`src/rtl/slp_pkg.sv`:
```
// Shared types for the sleep/wake controller: mode codes, sequencer
// states, domain and wake-source indices, per-mode configuration.
package slp_pkg;
    localparam int NDOM  = 5;
    localparam int NWAKE = 8;

    // clock domain index within clk_en
    localparam int D_CPU   = 0;
    localparam int D_FLASH = 1;
    localparam int D_IO    = 2;
    localparam int D_ADC   = 3;
    localparam int D_ASYNC = 4;

    // wake source index within irq_pend
    localparam int W_EXT   = 0;
    localparam int W_PIN   = 1;
    localparam int W_ADDR  = 2;
    localparam int W_TMR   = 3;
    localparam int W_NVM   = 4;
    localparam int W_ADC   = 5;
    localparam int W_WDOG  = 6;
    localparam int W_OTHER = 7;

    typedef enum logic [2:0] {
        M_IDLE  = 3'b000,
        M_QUIET = 3'b001,
        M_DEEP  = 3'b010,
        M_TKEEP = 3'b011,
        M_RSV4  = 3'b100,
        M_RSV5  = 3'b101,
        M_STBY  = 3'b110,
        M_TSTBY = 3'b111
    } slp_mode_e;

    typedef enum logic [1:0] {
        S_RUN   = 2'd0,
        S_SLEEP = 2'd1,
        S_START = 2'd2,
        S_HALT  = 2'd3
    } seq_st_e;

    typedef struct packed {
        logic [NDOM-1:0]  clk_on;
        logic             osc_on;
        logic [NWAKE-1:0] wake_ok;
        logic             bod_off_ok;
    } mode_cfg_t;
endpackage

```
`src/rtl/slp_mode_decode.sv`:
```
// Mode decoder: maps the captured mode code to the clock domains left
// running, the oscillator state, the accepted wake sources and whether
// the brown-out detector may be turned off. Purely combinational.
// Assumes reserved codes are to behave as Idle.
module slp_mode_decode
    import slp_pkg::*;
(
    input  slp_mode_e mode,
    output mode_cfg_t cfg
);
    // Per-mode configuration lookup
    always_comb begin
        cfg = '0;
        cfg.clk_on[D_ASYNC] = 1'b1;
        cfg.osc_on          = 1'b1;
        cfg.wake_ok[W_EXT]  = 1'b1;
        cfg.wake_ok[W_PIN]  = 1'b1;
        cfg.wake_ok[W_ADDR] = 1'b1;
        cfg.wake_ok[W_WDOG] = 1'b1;
        cfg.wake_ok[W_TMR]  = 1'b1;
        unique case (mode)
            M_QUIET: begin
                cfg.clk_on[D_ADC]   = 1'b1;
                cfg.wake_ok[W_NVM]  = 1'b1;
                cfg.wake_ok[W_ADC]  = 1'b1;
            end
            M_DEEP: begin
                cfg.clk_on[D_ASYNC] = 1'b0;
                cfg.osc_on          = 1'b0;
                cfg.wake_ok[W_TMR]  = 1'b0;
                cfg.bod_off_ok      = 1'b1;
            end
            M_TKEEP: begin
                cfg.osc_on          = 1'b0;
                cfg.bod_off_ok      = 1'b1;
            end
            M_STBY: begin
                cfg.clk_on[D_ASYNC] = 1'b0;
                cfg.wake_ok[W_TMR]  = 1'b0;
                cfg.bod_off_ok      = 1'b1;
            end
            M_TSTBY: begin
                cfg.bod_off_ok      = 1'b1;
            end
            default: begin
                cfg.clk_on[D_IO]    = 1'b1;
                cfg.clk_on[D_ADC]   = 1'b1;
                cfg.wake_ok         = '1;
            end
        endcase
    end
endmodule

```
`src/rtl/slp_wake_detect.sv`:
```
// Wake qualifier: filters pending interrupts through the mode's accepted
// set and gives a reset request priority over any interrupt. Only active
// while the sequencer is in the sleep state. Combinational.
module slp_wake_detect
    import slp_pkg::*;
#(
    parameter int NSRC = NWAKE
) (
    input  logic [NSRC-1:0] irq_pend,
    input  logic [NSRC-1:0] wake_ok,
    input  logic            sys_rst_req,
    input  logic            in_sleep,
    output logic            wake_irq,
    output logic            wake_rst
);
    logic [NSRC-1:0] accepted;

    // Mask sources by mode and arbitrate reset over interrupts
    always_comb begin
        accepted = irq_pend & wake_ok;
        wake_rst = in_sleep && sys_rst_req;
        wake_irq = in_sleep && !sys_rst_req && (|accepted);
    end
endmodule

```
`src/rtl/slp_seq.sv`:
```
// Sleep sequencer: run -> sleep on an enabled sleep instruction; on a
// wake it counts the oscillator start-up wait, then (interrupt path) a
// fixed halt, and finally pulses resume or reset-vector. Assumes
// slp_insn is a one-cycle pulse and startup_cycles is stable on wake.
module slp_seq
    import slp_pkg::*;
#(
    parameter int CNT_W    = 8,
    parameter int HALT_CYC = 4
) (
    input  logic             clk,
    input  logic             rst_n,
    input  logic             slp_insn,
    input  logic             se,
    input  logic             osc_kept,
    input  logic [CNT_W-1:0] startup_cycles,
    input  logic             wake_irq,
    input  logic             wake_rst,
    output seq_st_e          st,
    output logic             enter,
    output logic             resume_pulse,
    output logic             rstvec_pulse
);
    localparam int HW = (HALT_CYC > 1) ? $clog2(HALT_CYC) : 1;
    localparam logic [HW-1:0] HALT_LOAD = HW'(HALT_CYC - 1);

    logic [CNT_W-1:0] wait_cnt;
    logic [HW-1:0]    halt_cnt;
    logic             rst_path;

    // Sleep entry condition
    always_comb enter = (st == S_RUN) && slp_insn && se;

    // State, counters and exit pulses
    always_ff @(posedge clk) begin
        if (!rst_n) begin
            st           <= S_RUN;
            wait_cnt     <= '0;
            halt_cnt     <= '0;
            rst_path     <= 1'b0;
            resume_pulse <= 1'b0;
            rstvec_pulse <= 1'b0;
        end else begin
            resume_pulse <= 1'b0;
            rstvec_pulse <= 1'b0;
            unique case (st)
                S_RUN: begin
                    if (enter) st <= S_SLEEP;
                end
                S_SLEEP: begin
                    if (wake_rst || wake_irq) begin
                        st       <= S_START;
                        rst_path <= wake_rst;
                        wait_cnt <= osc_kept ? '0 : startup_cycles;
                    end
                end
                S_START: begin
                    if (wait_cnt != '0) begin
                        wait_cnt <= wait_cnt - 1'b1;
                    end else if (rst_path) begin
                        st           <= S_RUN;
                        rstvec_pulse <= 1'b1;
                    end else begin
                        st       <= S_HALT;
                        halt_cnt <= HALT_LOAD;
                    end
                end
                S_HALT: begin
                    if (halt_cnt != '0) begin
                        halt_cnt <= halt_cnt - 1'b1;
                    end else begin
                        st           <= S_RUN;
                        resume_pulse <= 1'b1;
                    end
                end
                default: st <= S_RUN;
            endcase
        end
    end


    no_entry_chk: assert property (@(posedge clk) disable iff (!rst_n)
        (st == S_RUN && slp_insn && !se) |=> (st == S_RUN));


    halt_len_chk: assert property (@(posedge clk) disable iff (!rst_n)
        resume_pulse |-> ($past(st == S_HALT, 1) && $past(st == S_HALT, 4)));


    fast_start_chk: assert property (@(posedge clk) disable iff (!rst_n)
        (st == S_SLEEP && wake_irq && osc_kept) |=> (st == S_START) ##1 (st == S_HALT));


    exclusive_chk: assert property (@(posedge clk) disable iff (!rst_n)
        !(resume_pulse && rstvec_pulse));
endmodule

```
`src/rtl/sleep_wake_ctrl.sv`:
```
// Sleep/wake controller top: holds the control word, captures mode and
// brown-out request at sleep entry, and drives clock-domain enables, the
// oscillator enable and the brown-out disable from the sequencer state.
// Assumes inputs are synchronous to clk. Issues no clear on wake.
module sleep_wake_ctrl
    import slp_pkg::*;
#(
    parameter int CNT_W    = 8,
    parameter int HALT_CYC = 4
) (
    input  logic             clk,
    input  logic             rst_n,
    input  logic             ctl_wr,
    input  logic [4:0]       ctl_wdata,
    input  logic             slp_insn,
    input  logic [CNT_W-1:0] startup_cycles,
    input  logic [7:0]       irq_pend,
    input  logic             sys_rst_req,
    output logic [4:0]       clk_en,
    output logic             osc_en,
    output logic             bdis,
    output logic             sleeping,
    output logic             core_halt,
    output logic             resume_pulse,
    output logic             rstvec_pulse
);
    logic      ctl_se;
    logic      ctl_bod;
    slp_mode_e ctl_mode;
    slp_mode_e act_mode;
    logic      act_bod;
    mode_cfg_t cfg;
    seq_st_e   st;
    logic      enter;
    logic      wake_irq;
    logic      wake_rst;
    logic      gated;

    // Control word register
    always_ff @(posedge clk) begin
        if (!rst_n) begin
            ctl_se   <= 1'b0;
            ctl_bod  <= 1'b0;
            ctl_mode <= M_IDLE;
        end else if (ctl_wr) begin
            ctl_se   <= ctl_wdata[0];
            ctl_mode <= slp_mode_e'(ctl_wdata[3:1]);
            ctl_bod  <= ctl_wdata[4];
        end
    end

    // Capture the active mode at sleep entry
    always_ff @(posedge clk) begin
        if (!rst_n) begin
            act_mode <= M_IDLE;
            act_bod  <= 1'b0;
        end else if (enter) begin
            act_mode <= ctl_mode;
            act_bod  <= ctl_bod;
        end
    end

    slp_mode_decode u_dec (
        .mode (act_mode),
        .cfg  (cfg)
    );

    slp_wake_detect #(.NSRC(NWAKE)) u_wake (
        .irq_pend    (irq_pend),
        .wake_ok     (cfg.wake_ok),
        .sys_rst_req (sys_rst_req),
        .in_sleep    (st == S_SLEEP),
        .wake_irq    (wake_irq),
        .wake_rst    (wake_rst)
    );

    slp_seq #(.CNT_W(CNT_W), .HALT_CYC(HALT_CYC)) u_seq (
        .clk            (clk),
        .rst_n          (rst_n),
        .slp_insn       (slp_insn),
        .se             (ctl_se),
        .osc_kept       (cfg.osc_on),
        .startup_cycles (startup_cycles),
        .wake_irq       (wake_irq),
        .wake_rst       (wake_rst),
        .st             (st),
        .enter          (enter),
        .resume_pulse   (resume_pulse),
        .rstvec_pulse   (rstvec_pulse)
    );

    // Domain and oscillator outputs from state and captured mode
    always_comb begin
        sleeping  = (st == S_SLEEP);
        gated     = (st == S_SLEEP) || (st == S_START);
        core_halt = (st != S_RUN);
        clk_en    = gated ? cfg.clk_on : '1;
        osc_en    = sleeping ? cfg.osc_on : 1'b1;
        bdis      = sleeping && cfg.bod_off_ok && act_bod;
    end


    gate_cpu_chk: assert property (@(posedge clk) disable iff (!rst_n)
        sleeping |-> (!clk_en[D_CPU] && !clk_en[D_FLASH]));


    deep_mask_chk: assert property (@(posedge clk) disable iff (!rst_n)
        (sleeping && act_mode == M_DEEP && !sys_rst_req
         && (irq_pend & 8'b0100_0111) == 8'h00) |=> sleeping);


    bdis_mode_chk: assert property (@(posedge clk) disable iff (!rst_n)
        bdis |-> (sleeping && act_mode inside {M_DEEP, M_TKEEP, M_STBY, M_TSTBY}));


    awake_quiet_chk: assert property (@(posedge clk) disable iff (!rst_n)
        (!core_halt && !slp_insn) |=> !core_halt);
endmodule

```
`config.mk`:
```
export PLATFORM = sky130hd
export DESIGN_NAME = sleep_wake_ctrl
export DESIGN_NICKNAME = d
export VERILOG_FILES = /design/src/rtl/slp_pkg.sv /design/src/rtl/slp_mode_decode.sv /design/src/rtl/slp_wake_detect.sv /design/src/rtl/slp_seq.sv /design/src/rtl/sleep_wake_ctrl.sv
export SDC_FILE = /design/constraint.sdc
export NUM_CORES = 1
export LEC_CHECK = 0
export BUFFER_PORTS_ARGS = -buffer_cell sky130_fd_sc_hd__buf_4
export CORE_MARGIN = 2
export CORE_UTILIZATION = 29
export DETAILED_ROUTE_END_ITERATION = 7
export PLACE_DENSITY = 0.6
export REMOVE_ABC_BUFFERS = 1
export SLEW_MARGIN = 5
export SYNTH_ARGS = -nofsm -noshare
export SYNTH_HDL_FRONTEND = slang
export SYNTH_SLANG_ARGS = --single-unit
export TNS_END_PERCENT = 30
```
`constraint.sdc`:
```
create_clock -name clk -period 4.2 [get_ports clk]
set_input_delay 0.84 -clock clk [delete_from_list [all_inputs] [get_ports clk]]
set_output_delay 0.84 -clock clk [all_outputs]
set_load 0.03 [all_outputs]
```
* After elaboration in Yosys (flattened, before gate mapping)
Index checks and enable logic that the tools add are counted. W data, S select, Z words.
Word-level totals: bits in registers 24, input port bits 26, output and inout port bits 11, word-level logic and storage cells 83
Cells by class: $add $sub $neg 2, eq/ne operators 15, muxes and demuxes 25, bitwise operators 3, reductions and logical operators 27
Operator list (count):
- $mux W8 | 3
- $mux W2 | 10
- $pmux W8 S2 | 1
- $and A8 B8 Y8 | 1
- $mux W1 | 8
- $ne A2 B2 Y1 const B | 4
- $pmux W2 S4 | 1
- $reduce_and A4 Y1 | 2
- $reduce_bool A2 Y1 | 4
- $reduce_bool A8 Y1 | 1
- $reduce_or A8 Y1 | 1
- $sub A8 B1 Y8 const B | 1
- $logic_and A1 B1 Y1 | 7
- $eq A3 B2 Y1 const B | 2
- $eq A3 B3 Y1 const B | 2
- $ne A2 B1 Y1 const B | 3
- $mux W5 | 1
- $reduce_or A5 Y1 | 1
- $eq A2 B2 Y1 const B | 2
- $pmux W2 S2 | 1
- $reduce_and A2 Y1 | 2
- $reduce_or A2 Y1 | 2
- $reduce_or A4 Y1 | 1
- $eq A3 B1 Y1 const B | 1
- 8 further kinds | 10

* Depth between registers and ports, before layout
depth after elaboration 9, mapped depth 8, depth with buffers taken out 7

* Hierarchy
From an unflattened synthesis, not the netlist that was laid out.
Second synthesis, totals: cell total of the unflattened synthesis 183, area total of the unflattened synthesis 1561.5 um^2
By module, submodules not included:
- slp_seq | times used 1, cells an instance 117, area each 975.9 um^2
- sleep_wake_ctrl | times used 1, cells an instance 41, area each 425.4 um^2
- slp_mode_decode | times used 1, cells an instance 18, area each 108.9 um^2
- slp_wake_detect | times used 1, cells an instance 7, area each 51.3 um^2

* Worst setup path after synthesis
OpenSTA, ideal clock, no wires.
kind input port to flip-flop, start in irq_pend[1], end reg u_seq.wait_cnt[5], library setup time 119 ps, arrival time 2198 ps, setup slack 1884 ps, stages on the path 5, path buffers 1, path through or4_4 > a2111oi_4 > buf_6 > nor3_1 > o221a_1
On the way: cells in the longest elaborated chain, start to end 6
Ends and longest elaborated chain:
- start, declared | line sleep_wake_ctrl.sv:17 | input logic [7:0] irq_pend,
- $and A8 B8 Y8 | line slp_wake_detect.sv:20 | accepted = irq_pend & wake_ok;
- $reduce_or A8 Y1 | line slp_wake_detect.sv:22 | wake_irq = in_sleep && !sys_rst_req && (|accepted);
- $logic_and A1 B1 Y1 | line slp_wake_detect.sv:22
- $logic_or A1 B1 Y1 | line slp_seq.sv:51 | if (wake_rst || wake_irq) begin
- $ne A2 B1 Y1 (no source line)
- $reduce_and A3 Y1 (no source line)
- end signal, assigned | line slp_seq.sv:54 | wait_cnt <= osc_kept ? '0 : startup_cycles;
- end signal, assigned | line slp_seq.sv:59 | wait_cnt <= wait_cnt - 1'b1;
- end, declared | line slp_seq.sv:27 | logic [CNT_W-1:0] wait_cnt;
No other way between the ends. A chain may end at the register's enable or synchronous reset.

* Worst setup path after layout
Ends and elaborated chain as after synthesis.

==> results.sh <==
export IMPL_post_drt_wl_per_cell_um=12.77
export IMPL_dp_final_hpwl_mm=2.461
export IMPL_tritoncts="yes"
export IMPL_drt_iter0_drc=73
export IMPL_drive_gt1_frac=0.2576
export IMPL_layoutNonFillerInstCount=265
export IMPL_synthDominantCellAreaShare=0.3389
export IMPL_grt_max_degree=18
export IMPL_portBuffers=36
export IMPL_post_synth_main_area_contributors="sky130_fd_sc_hd__dfxtp_1 34%, sky130_fd_sc_hd__mux2i_1 6.4%, sky130_fd_sc_hd__ha_1 6.2%"
export IMPL_initial_core_util=0.3001
export IMPL_power_per_cell_area_nw_per_um2=525.2
export IMPL_postSynthRegisterBits=24
export IMPL_top_level_ports=37
export IMPL_core_outline_area_um2=4723
export IMPL_internal_power_uw=528.0
export IMPL_route_detailed_drc=0
export IMPL_ys_warn_count=0
export IMPL_synth_top_cells_by_count="24 x sky130_fd_sc_hd__dfxtp_1, 20 x sky130_fd_sc_hd__nand2_1, 15 x sky130_fd_sc_hd__nor2_1, 12 x sky130_fd_sc_hd__inv_1, 11 x sky130_fd_sc_hd__o21ai_0"
export IMPL_fraction_of_synthesis_flops_using_an_asynchronous_set_or_reset_pin=0
export IMPL_clock_tree_buffer_depth=2
export IMPL_grt_pass1_wl_mm=5.823
export IMPL_switching_power_share_of_the_total=0.4314
export IMPL_post_synth_cell_area_avg_um2=8.438
export IMPL_cp_arrival_ps=2790
export IMPL_yosys_cell_types_count=47
export IMPL_fin_hold_ws_ps=476.6
export IMPL_clk_root_buffer_cell="sky130_fd_sc_hd__clkbuf_8"
export IMPL_post_cts_setup_buffers=0
export IMPL_timing_final_max_slew_violations=0
export IMPL_leakagePower_nw=0.7323
export IMPL_report_final_setup_viol=0
export IMPL_die_height_um=73.92
export IMPL_final_antenna_net_count=0
export IMPL_drv_max_cap_violation_count=0
export IMPL_diodes=0
export IMPL_syn_instance_count=168
export IMPL_layout_area_overhead_vs_synth_pct=24.71
export IMPL_kind_of_start_point_of_the_critical_path="input port"
export IMPL_initial_antenna_violation_count=0
export IMPL_post_place_cells=261
export IMPL_post_synth_instance_area_um2=1418
export IMPL_clock_power_share=0.176
export IMPL_hold_path_class="reg2reg"
export IMPL_max_freq_mhz=390.1
export IMPL_vias_per_cell=4.804
export IMPL_number_of_inserted_filler_cells_in_the_final_layout=509
export IMPL_via_count_of_the_first_global_routing_pass=1247
export IMPL_finalPower_uw=928.4
export IMPL_vias=1273
export IMPL_run_status="complete, no violations"
export IMPL_rr_worst_depth=7
export IMPL_setup_worst_path_end_class="flip-flop"
export IMPL_timing_worst_slew_pin_value_ps=765.0
export IMPL_nets=232
export IMPL_synth_seq_area_share=0.3389
export IMPL_cts_resized_gates=0
export IMPL_finalWeightedCongestion=0.8217
export IMPL_htree_num_levels=1
export IMPL_layout_worst_path_cycle_share=0.6104
export IMPL_worst_path_required_time_ps=4420
export IMPL_grt_setup_unrepaired="no"
export IMPL_path_clk_slew_ps=90
export IMPL_hold_path_cell_cnt=2
export IMPL_path_class="in2reg"
export IMPL_design_die_area_um2=5463
export IMPL_ir_drop_v=0.0003305
export IMPL_detailedRoute_firstPassIterationCount=4
export IMPL_worst_clock_skew_ps=3.822
export IMPL_clkSinkCount=24
export IMPL_number_of_enable_flip_flop_cells_after_synthesis=0
export IMPL_power_sequential_fraction=0.325
export IMPL_pwr_share_comb=0.498
export IMPL_drt_total_wl_mm=3.384
export IMPL_relSlewSlack=0.4889
export IMPL_final_setup_tns_ps=0
export IMPL_clk_insertion_delay_late_ps=270
export IMPL_finalHoldViolations=0
export IMPL_netlist_top_cell_by_area="sky130_fd_sc_hd__dfxtp_1"
export IMPL_grt_use_total=0.1377
export IMPL_ys_dominant_reg_cell="sky130_fd_sc_hd__dfxtp_1"
export IMPL_final_min_clock_period_ps=2564
export IMPL_placement_rows=25
export IMPL_cts_hold_repair_buffers=0
export IMPL_global_route_overflow_total=0
export IMPL_chipWidth_um=73.92
export IMPL_synth_most_common_cell="sky130_fd_sc_hd__dfxtp_1"
export IMPL_number_of_buffers_created_by_cts=3
export IMPL_power_switching_uw=400.5
export IMPL_critPathMaxFanout=13
layout make-up:
class	instances	area, µm²	share of cell area
multi-input combinational	121	829.5	0.4692
sequential	24	480.5	0.2718
timing repair buffer	36	270.3	0.1529
tap	67	83.83	0.04742
clock buffer	4	55.05	0.03114
inverter	13	48.80	0.02760
worst paths after layout:
| check | from | to | slack [ps] |
|---|---|---|---|
| hold reg to reg | u_seq.rst_path$_SDFFE_PN0P_ | u_seq.rstvec_pulse$_SDFF_PP0_ | 480 |
| hold / removal | u_seq.rst_path$_SDFFE_PN0P_ | u_seq.rstvec_pulse$_SDFF_PP0_ | 480 |
| setup / recovery | irq_pend[1] | u_seq.wait_cnt[5]$_SDFFE_PN0P_ | 1640 |
| setup reg to reg | u_seq.st[0]$_SDFFE_PN0P_ | u_seq.wait_cnt[6]$_SDFFE_PN0P_ | 2080 |
registers in the layout (all words and copies together) (netlist names):
register,flops
u_seq.halt_cnt,2
u_seq.rstvec_pulse,1
ctl_mode,3
ctl_bod,1
u_seq.st,2
u_seq.resume_pulse,1
u_seq.wait_cnt,8
u_seq.rst_path,1
act_mode,3
ctl_se,1
act_bod,1
routing by layer:
metal	vias to the layer above	GRT usage	wire length [µm]
li1	654	-	-
met1	583	0.1850	1536
met2	31	0.2123	1633
met3	5	0.03292	163
met4	0	0.05455	51
met5	-	0	0
cells in the final DEF (no fill, tap or decap), types with 2 or more instances in the layout:
cell and count:
sky130_fd_sc_hd__inv_1 12, sky130_fd_sc_hd__nand3_1 2, sky130_fd_sc_hd__o21ai_0 11, sky130_fd_sc_hd__clkbuf_8 4
sky130_fd_sc_hd__nor4_1 2, sky130_fd_sc_hd__buf_4 36, sky130_fd_sc_hd__o211a_1 2, sky130_fd_sc_hd__ha_1 7
sky130_fd_sc_hd__mux2i_1 9, sky130_fd_sc_hd__nor2b_1 3, sky130_fd_sc_hd__nor3_1 7, sky130_fd_sc_hd__nor2_1 15
sky130_fd_sc_hd__a211oi_2 4, sky130_fd_sc_hd__a21oi_1 7, sky130_fd_sc_hd__o311ai_0 3, sky130_fd_sc_hd__nand2_1 20
sky130_fd_sc_hd__and3_1 3, sky130_fd_sc_hd__dfxtp_1 24, sky130_fd_sc_hd__a211oi_1 2
cell families after synthesis:
group / share of synthesized area
buffers and inverters: 0.07590
muxes: 0.06355
AOI/OAI and AO/OA: 0.2251
DFF: 0.3389
xor gates and xnor gates: 0.006179
and+or+nand+nor: 0.2286
adders and majority gates: 0.06178
power groups by stage:
stage	clock network, mW	logic (mW)	registers, mW
after floorplan	0	0.334	0.298
after global placement	0	0.463	0.306
after detailed placement	0	0.462	0.307
after CTS	0.171	0.465	0.301
after global routing	0.176	0.518	0.309
final	0.164	0.463	0.302
per-stage QoR:
stage	setup WS (ps)	area, µm²	util
CTS	1645	1768	0.3743
floorplan	1714	1359	-
global route	1510	1768	0.3743
finish	1636	1768	0.3743
global placement	1367	1713	0.3626
detailed placement	1346	1713	0.3626
worst max-delay path, stage by stage:
cell	delay [ps]
sky130_fd_sc_hd__buf_4	110
sky130_fd_sc_hd__or4_4	540
sky130_fd_sc_hd__a2111oi_4	660
sky130_fd_sc_hd__or2_1	400
sky130_fd_sc_hd__o221a_1	230
Power figures use the tool's default switching activity.
